===== config.mk =====
export PLATFORM = sky130hd
export DESIGN_NAME = pgw_top
export DESIGN_NICKNAME = d
export VERILOG_FILES = /design/src/rtl/pgw_pkg.sv /design/src/rtl/pgw_screen.sv /design/src/rtl/pgw_leaf.sv /design/src/rtl/pgw_top.sv
export SDC_FILE = /design/constraint.sdc
export NUM_CORES = 1
export LEC_CHECK = 0
export BUFFER_PORTS_ARGS = -buffer_cell sky130_fd_sc_hd__buf_2
export CAP_MARGIN = 20
export CORE_MARGIN = 2
export CORE_UTILIZATION = 50
export DETAILED_ROUTE_END_ITERATION = 8
export PLACE_DENSITY = 0.87
export SLEW_MARGIN = 0
export SYNTH_ARGS = -nofsm -noshare
export SYNTH_HDL_FRONTEND = slang
export SYNTH_SLANG_ARGS = --single-unit

===== constraint.sdc =====
create_clock -name clk -period 8.35 [get_ports clk]
set_clock_uncertainty 0.2 [all_clocks]
set_input_delay 1.67 -clock clk [delete_from_list [all_inputs] [get_ports clk]]
set_output_delay 1.67 -clock clk [all_outputs]
set_load 0.01 [all_outputs]

===== src/rtl/pgw_pkg.sv =====
package pgw_pkg;
  typedef enum logic [2:0] {
    FLT_NONE = 3'd0,
    FLT_ACV  = 3'd1,
    FLT_TNV  = 3'd2,
    FLT_FOR  = 3'd3,
    FLT_FOW  = 3'd4,
    FLT_FOE  = 3'd5
  } fault_e;

  // entry layout
  localparam int PTE_VALID   = 0;
  localparam int PTE_FO_LO   = 1;
  localparam int PTE_RE_BASE = 8;
  localparam int PTE_WE_BASE = 12;
  localparam int FRAME_LO    = 32;

  // permission encoding
  localparam int PERM_R = 0;
  localparam int PERM_W = 1;
  localparam int PERM_X = 2;

  // direct segment selection and relocation
  localparam int DSEG_SEL_LO  = 41;
  localparam int DSEG_KEEP    = 40;
  localparam int DSEG_MOVE_TO = 43;
endpackage


===== src/rtl/pgw_screen.sv =====
module pgw_screen
  import pgw_pkg::*;
#(
  parameter int VA_BITS = 43,
  parameter int MODE_W  = 2
) (
  input  logic [63:0]       vaddr,
  input  logic [MODE_W-1:0] mode,
  output logic              hit,
  output fault_e            fault,
  output logic [63:0]       paddr,
  output logic [2:0]        perm
);
  localparam int HI_W = 64 - VA_BITS;

  logic [HI_W-1:0] upper;
  logic canon, dseg;

  assign upper = vaddr[63:VA_BITS];
  assign canon = (upper == '0) || (upper == '1);
  assign dseg  = vaddr[63] && (vaddr[DSEG_SEL_LO+1:DSEG_SEL_LO] == 2'b10);

  always_comb begin
    hit   = 1'b0;
    fault = FLT_NONE;
    paddr = '0;
    perm  = '0;
    if (!canon) begin
      hit   = 1'b1;
      fault = FLT_ACV;
    end else if (dseg) begin
      hit = 1'b1;
      if (mode != '0) begin
        fault = FLT_ACV;
      end else begin
        perm = 3'b111;
        paddr[DSEG_KEEP-1:0] = vaddr[DSEG_KEEP-1:0];
        paddr[DSEG_MOVE_TO]  = vaddr[DSEG_KEEP];
      end
    end
  end
endmodule


===== src/rtl/pgw_leaf.sv =====
module pgw_leaf
  import pgw_pkg::*;
#(
  parameter int MODE_W = 2
) (
  input  logic [15:0]       pte_lo,
  input  logic [2:0]        need,
  input  logic [MODE_W-1:0] mode,
  output fault_e            fault,
  output logic [2:0]        perm
);
  logic       rd, wr;
  logic [2:0] grant, masked;

  assign rd = pte_lo[PTE_RE_BASE + 32'(mode)];
  assign wr = pte_lo[PTE_WE_BASE + 32'(mode)];

  always_comb begin
    grant         = '0;
    grant[PERM_R] = rd;
    grant[PERM_X] = rd;
    grant[PERM_W] = wr;
    masked        = grant & ~pte_lo[PTE_FO_LO+2:PTE_FO_LO];
    fault         = FLT_NONE;
    perm          = '0;
    if (!pte_lo[PTE_VALID]) begin
      fault = FLT_TNV;
    end else if ((need != '0) && ((grant & need) == '0)) begin
      fault = FLT_ACV;
    end else if ((need != '0) && ((masked & need) == '0)) begin
      if (need[PERM_X])      fault = FLT_FOE;
      else if (need[PERM_W]) fault = FLT_FOW;
      else                   fault = FLT_FOR;
    end else begin
      perm = masked;
    end
  end
endmodule


===== src/rtl/pgw_top.sv =====
module pgw_top
  import pgw_pkg::*;
#(
  parameter int VA_BITS  = 43,
  parameter int PG_BITS  = 13,
  parameter int IDX_BITS = 10,
  parameter int LEVELS   = 3,
  parameter int MODES    = 4
) (
  input  logic                       clk,
  input  logic                       rst_n,
  input  logic [63:0]                ptbr,
  input  logic                       req_valid,
  output logic                       req_ready,
  input  logic [63:0]                req_vaddr,
  input  logic [2:0]                 req_access,
  input  logic [$clog2(MODES)-1:0]   req_mode,
  output logic                       mem_req_valid,
  input  logic                       mem_req_ready,
  output logic [63:0]                mem_req_addr,
  input  logic                       mem_rsp_valid,
  output logic                       mem_rsp_ready,
  input  logic [63:0]                mem_rsp_data,
  output logic                       done,
  output logic [2:0]                 done_fault,
  output logic [2:0]                 done_perm,
  output logic [63:0]                done_paddr
);
  localparam int MODE_W   = $clog2(MODES);
  localparam int LVL_W    = (LEVELS > 1) ? $clog2(LEVELS) : 1;
  localparam int ENTRY_SH = 3;

  typedef enum logic [1:0] {S_IDLE, S_ISSUE, S_WAIT, S_DONE} state_e;

  state_e              state;
  logic [VA_BITS-1:0]  va_q;
  logic [2:0]          need_q;
  logic [MODE_W-1:0]   mode_q;
  logic [63:0]         base_q;
  logic [LVL_W-1:0]    lvl_q;
  fault_e              res_fault;
  logic [2:0]          res_perm;
  logic [63:0]         res_paddr;

  logic                scr_hit;
  fault_e              scr_fault;
  logic [63:0]         scr_paddr;
  logic [2:0]          scr_perm;
  fault_e              leaf_fault;
  logic [2:0]          leaf_perm;
  logic [63:0]         next_base, page_off;
  logic                last_lvl;
  logic [IDX_BITS-1:0] lvl_idx [LEVELS];
  logic                unused_pte_bits;

  pgw_screen #(.VA_BITS(VA_BITS), .MODE_W(MODE_W)) u_screen (
    .vaddr(req_vaddr), .mode(req_mode),
    .hit(scr_hit), .fault(scr_fault), .paddr(scr_paddr), .perm(scr_perm)
  );

  pgw_leaf #(.MODE_W(MODE_W)) u_leaf (
    .pte_lo(mem_rsp_data[15:0]), .need(need_q), .mode(mode_q),
    .fault(leaf_fault), .perm(leaf_perm)
  );

  // per-level index fields, level 0 takes the highest slice
  for (genvar g = 0; g < LEVELS; g++) begin : g_idx
    assign lvl_idx[g] = va_q[PG_BITS + IDX_BITS*(LEVELS-1-g) +: IDX_BITS];
  end

  assign unused_pte_bits = ^mem_rsp_data[FRAME_LO-1:16];
  assign next_base = {32'b0, mem_rsp_data[63:FRAME_LO]} << PG_BITS;
  assign page_off  = {{(64-PG_BITS){1'b0}}, va_q[PG_BITS-1:0]};
  assign last_lvl  = (lvl_q == LVL_W'(LEVELS-1));

  assign req_ready     = (state == S_IDLE);
  assign mem_req_valid = (state == S_ISSUE);
  assign mem_rsp_ready = (state == S_WAIT);
  assign mem_req_addr  = base_q + ({{(64-IDX_BITS){1'b0}}, lvl_idx[lvl_q]} << ENTRY_SH);
  assign done          = (state == S_DONE);
  assign done_fault    = res_fault;
  assign done_perm     = res_perm;
  assign done_paddr    = res_paddr;

  always_ff @(posedge clk or negedge rst_n) begin
    if (!rst_n) begin
      state     <= S_IDLE;
      va_q      <= '0;
      need_q    <= '0;
      mode_q    <= '0;
      base_q    <= '0;
      lvl_q     <= '0;
      res_fault <= FLT_NONE;
      res_perm  <= '0;
      res_paddr <= '0;
    end else begin
      case (state)
        S_IDLE: if (req_valid) begin
          va_q      <= req_vaddr[VA_BITS-1:0];
          need_q    <= req_access;
          mode_q    <= req_mode;
          base_q    <= ptbr;
          lvl_q     <= '0;
          res_fault <= scr_fault;
          res_perm  <= scr_perm;
          res_paddr <= scr_paddr;
          state     <= scr_hit ? S_DONE : S_ISSUE;
        end
        S_ISSUE: if (mem_req_ready) state <= S_WAIT;
        S_WAIT: if (mem_rsp_valid) begin
          if (last_lvl) begin
            res_fault <= leaf_fault;
            res_perm  <= leaf_perm;
            res_paddr <= (leaf_fault == FLT_NONE) ? (next_base | page_off) : '0;
            state     <= S_DONE;
          end else if (!mem_rsp_data[PTE_VALID]) begin
            res_fault <= FLT_TNV;
            res_perm  <= '0;
            res_paddr <= '0;
            state     <= S_DONE;
          end else if (!mem_rsp_data[PTE_RE_BASE]) begin
            res_fault <= FLT_ACV;
            res_perm  <= '0;
            res_paddr <= '0;
            state     <= S_DONE;
          end else begin
            base_q <= next_base;
            lvl_q  <= lvl_q + LVL_W'(1);
            state  <= S_ISSUE;
          end
        end
        S_DONE:  state <= S_IDLE;
        default: state <= S_IDLE;
      endcase
    end
  end
endmodule


* After elaboration in Yosys (flattened, before gate mapping)
Cells that the tools add are included.
Word-level totals: register bits after elaboration 186, latch bits 0, RAM bits 0, memory bits (read-only) 0, logic and storage cells 119, memories 0
Operators by class: add/sub/neg operators 4, $mul 0, divide/modulo/power cells 0, $lt $le $gt $ge 3, equality and inequality tests 13, shift operators 0, mux-type cells 68, bitwise gates (word level) 6, reduce and logical (&&, ||, !) cells 16
Operators with widths (number):
- two-way mux 64 bit | 10
- case mux 64 bit (2 select lines) | 2
- two-way mux 40 bit | 3
- two-way mux 3 bit | 23
- adder 64 x 13 -> 64 bit | 1
- less-than comparator 32 x 5 -> 1 bit, second input constant | 2
- two-way mux 45 bit | 1
- OR 45 x 13 -> 45 bit | 1
- two-way mux 2 bit | 12
- equality test 21 bit, second input constant | 1
- zero test 21 bit | 1
- binary-select mux 10 bit (select 2 bit) | 1
- two-way mux 10 bit | 2
- case mux 3 bit (2 select lines) | 2
- adder 4 x 2 -> 5 bit, first input constant | 2
- bitwise AND 3 bit | 3
- zero test 3 bit | 3
- binary-select mux 1 bit (select 4 bit) | 2
- equality test 2 bit, second input constant | 4
- two-way mux 1 bit | 8
- case mux 2 bit (4 select lines) | 1
- inequality test 2 x 1 -> 1 bit, second input constant | 3
- inequality test 2 bit, second input constant | 3
- AND reduction 6 bit | 1
- other kinds (15) | 18

* Logic depth before layout (Yosys ltp)
depth in word-level cells 15, mapped depth 13, gate-level depth less buffers 12

* Modules after synthesis
A second synthesis with hierarchy kept.
Second synthesis, totals: cell total of the unflattened synthesis 1190, area total of the unflattened synthesis 10593.9 um^2
Modules (own cells, without submodules):
- pgw_top | instances 1, cells each 1066, area each 9696.8 um^2
- pgw_screen | instances 1, cells each 96, area each 640.6 um^2
- pgw_leaf | instances 1, cells each 28, area each 256.5 um^2

* Worst setup path after synthesis
Ideal clock, no wire load.
path kind flip-flop to output port, start register lvl_q[1], end output port mem_req_addr[57], arrival time 3.183 ns, required time 6.480 ns, path slack 3.297 ns, cell stages (with the launch flop) 12, path buffers 2, cells stage by stage dfrtp_1 buf_1 mux2i_1 o21ai_0 fa_1 a211oi_1 o21ai_0 a31oi_1 or3_1 buf_2 nor2_1 xor2_1
Between the ends: word-level cells in the longest chain between the ends 5
Ends and longest elaborated chain:
- from (decl) | RTL line pgw_top.sv:40 | logic [LVL_W-1:0] lvl_q;
- from (signal assigned) | RTL line pgw_top.sv:128 | lvl_q <= lvl_q + LVL_W'(1);
- NOT 2 -> 3 bit (not written as such) | RTL line pgw_top.sv:79 | assign mem_req_addr = base_q + ({{(64-IDX_BITS){1'b0}}, lvl_idx[lvl_q]} << ENTRY_SH);
- binary-select mux 10 bit (select 2 bit) | RTL line pgw_top.sv:79
- two-way mux 10 bit (not written as such) (2 in series) | RTL line pgw_top.sv:79
- adder 64 x 13 -> 64 bit | RTL line pgw_top.sv:79
- to (decl) | RTL line pgw_top.sv:20 | output logic [63:0] mem_req_addr,
No other way between the ends. The select of a mux whose other input is x is not followed.

* Worst setup path after layout
start register lvl_q[1], end output port mem_req_addr[63]
The elaborated chain is that of the path after synthesis.

==> results.tsv <==
metric	value	unit
layout cells sized above 1	33.0	%
hold-fix buffers at CTS	0	
start point of the worst hold path	base_q[1]	
H-tree depth	4	
mean post-synth cell area	9.59	sq um
Inserted Clock Buffers	17	
routed via count	8198	
post-synth cell types	50	
worst setup path class	flop to output port	
PnR worst setup slack	1550	ps
Design Power	0.00405	W
Setup TNS	0	ps
Total GRT Usage	27.7	%
first-pass GRT wire length	42500	um
drt pass-1 iters	5	
count of pins over their slew limit	0	
post-DP HPWL	20100	um
nets	1434	
Hold Fails Final Rpt	0	
number of global-route vias before repair	8107	
Antenna Nets Post-Route	0	
post-synth top area share	46.0	%
Netlist Area Pre-Place	9080	sq um
worst hold stages	2	
Post-CTS Resized	0	
Critical Path AT	4930	ps
Routed WL	27000	um
post-synthesis xor/xnor area fraction	5.50	%
period utilization	81.5	%
worst r2r src	state[1]	
R2R depth	6	
clk slew on worst S/H paths	70	ps
initial antenna violation count	4	
start point of the critical path	lvl_q[1]	
DIE AREA	19200	sq um
RSZ-0062 raised after global routing	no	
buffers inserted by post-CTS timing repair	0	
largest net degree at the start of global routing	98	
WL/cell	18.4	um
status	completed	
port buffer count	300	
Worst Setup Start Kind	flop	
sequential share of power	34.0	%
YS warnings	0	
core area	17900	sq um
num ports	340	
sw frac	43.7	%
Post-synth EDFFs	0	
row cnt	49	
CP max FO	13	
Syn Inst Count	947	
minimum clock period	6800	ps
initial core utilization	50.7	%
CP Capture Type	output port	
leak pwr	5.56	nW
CTS tree	yes	
Vias/cell	5.60	
Async S/R FF share, synth	100	%
CTS root buf	clkbuf_16	
max cap viols	0	
hold crit path type	flop to flop	
Yosys top cell by area	dfrtp_1	
post-synthesis mux area share	7.54	%
Worst VDD drop	0.000362	V
largest family of logic cells by synthesized area	simple AND/OR/NAND/NOR gates	
post-synthesis sequential area ratio	46.0	%
Skew-Pair Late Insertion Delay	430	ps
combinational share of power	47.1	%
clock group share of total power	18.9	%
Seq cells post-synth	167	
clk sinks	167	
die extent in y	139	um
dpl ws	2160	ps
gp weighted congestion	0.906	
Setup-failing EPs final	0	
drt drc	0	
Least-Margin Pin Slew	955	ps
pwr/cell area	359	nW/um^2
DR iter-0 viols	653	
Post-Synth Adder-Cell Area	1.74	%
Synth area leaders	dfrtp_1 46%, nand2_1 7.3%, mux2_2 5.8%	
normalized max-slew margin	36.0	%
Power Internal	0.00228	W
Required @ worst endpoint	6480	ps
Clock Tree Buf Depth	2	
switching power	0.00177	W
FMAX	147	MHz
Synth Area in Compound Gates	11.1	%
Synth Area in Simple Gates	23.0	%
most used flip-flop cell after synthesis	dfrtp_1	
area growth from synthesis to layout	24.1	%
die span in x	139	um
gr ovfl total	0	
==> registers in the layout, indices dropped and copies added (netlist names) <==
register	count
mode_q	2
done_paddr	45
done_fault	3
need_q	3
state	2
done_perm	3
va_q	43
base_q	64
lvl_q	2
==> critical path: stages (launching register included) <==
cell and delay (ps):
dfrtp_1 760, nor2_1 350, nand2_1 130, o21ai_0 230, ha_1 310, fa_1 420, a211oi_1 420, o21ai_0 160
a31oi_1 790, or3_1 490, nor3_2 130, xor2_1 160, buf_2 150
==> logic make-up (layout without fill, tap and decap cells) <==
family / after synthesis / after routing
adders and majority gates: 12 / 12
buffers and inverters: 85 / 353
and+or+nand+nor: 427 / 427
DFF: 167 / 167
other: 1 / 22
xor gates and xnor gates: 57 / 57
AOI/OAI and AO/OA: 138 / 138
muxes: 60 / 60
==> synth_stat cells (7+ instances only) <==
cell and count:
and3_1 12, xor2_1 19, mux2i_1 11, and4_1 8
inv_1 10, a221o_1 42, mux2_2 47, buf_2 7
and2_1 7, a21oi_1 12, nand4_1 24, clkbuf_1 30
nor4_1 9, buf_1 9, dfrtp_1 167, nor3_1 7
nand2_1 176, a31oi_1 36, ha_1 11, xnor2_1 38
o21ai_0 26, nor2b_1 51, buf_4 23, nor2_1 62
nand3_1 49
==> area by class of cell <==
| cell class | count | area (sq um) |
|---|---|---|
| fillers | 1478 | 6640 |
| multi-input cells | 713 | 4540 |
| flip-flops and latches | 167 | 4180 |
| repair buffers | 310 | 1630 |
| clock buffers | 18 | 439 |
| well taps | 229 | 287 |
| clock inverters | 14 | 136 |
| inverters | 11 | 41.3 |
| diodes | 3 | 7.51 |
==> final timing paths <==
| check | to | slack [ps] |
|---|---|---|
| worst max-delay path | mem_req_addr[63] | 1550 |
| worst min-delay path | base_q[1] | 270 |
| worst max register to register | done_paddr[19] | 5100 |
| worst min register to register | base_q[1] | 270 |
| max in group asynchronous | va_q[38] | 5650 |
| min in group asynchronous | va_q[11] | 1100 |
==> per-stage QoR <==
step | instance area (sq um) | util [%] | hold slack, ps | std cells
2_1_floorplan | 9150 | - | 240 | 965
3_3_place_gp | 10600 | 59.3 | 244 | 1427
6_report | 11300 | 62.9 | 268 | 1465
4_1_cts | 11200 | 62.7 | 267 | 1461
5_1_grt | 11300 | 62.9 | 286 | 1464
3_5_place_dp | 10700 | 59.5 | 251 | 1429
==> placed cells by master, fill, tap and decap left out, types with 12 or more instances in the layout <==
| master | instances |
|---|---|
| nand2_1 | 176 |
| nand4_1 | 24 |
| xor2_1 | 19 |
| clkbuf_16 | 17 |
| nor2_1 | 61 |
| a31oi_1 | 36 |
| mux2_2 | 47 |
| xnor2_1 | 38 |
| conb_1 | 19 |
| a221o_1 | 42 |
| buf_2 | 299 |
| nand3_1 | 49 |
| o21ai_0 | 26 |
| nor2b_1 | 51 |
| dfrtp_1 | 167 |
| and3_1 | 12 |
==> power groups by stage <==
stage          Clock [W]  Combinational [W]  Sequential (W)
2_1_floorplan          0            0.00133         0.00128
3_3_place_gp           0            0.00184         0.00136
3_5_place_dp           0            0.00189         0.00139
4_1_cts         0.000777            0.00190         0.00137
5_1_grt         0.000812            0.00209         0.00142
6_report        0.000765            0.00190         0.00138
==> routing by layer <==
layer	share of wire (%)	global-route usage [%]
met3	7.5	6.15
met1	43	36.7
met5	0	0
met2	47	45.2
met4	2.9	9.94
No activity file was read; power rests on OpenSTA's default activity.
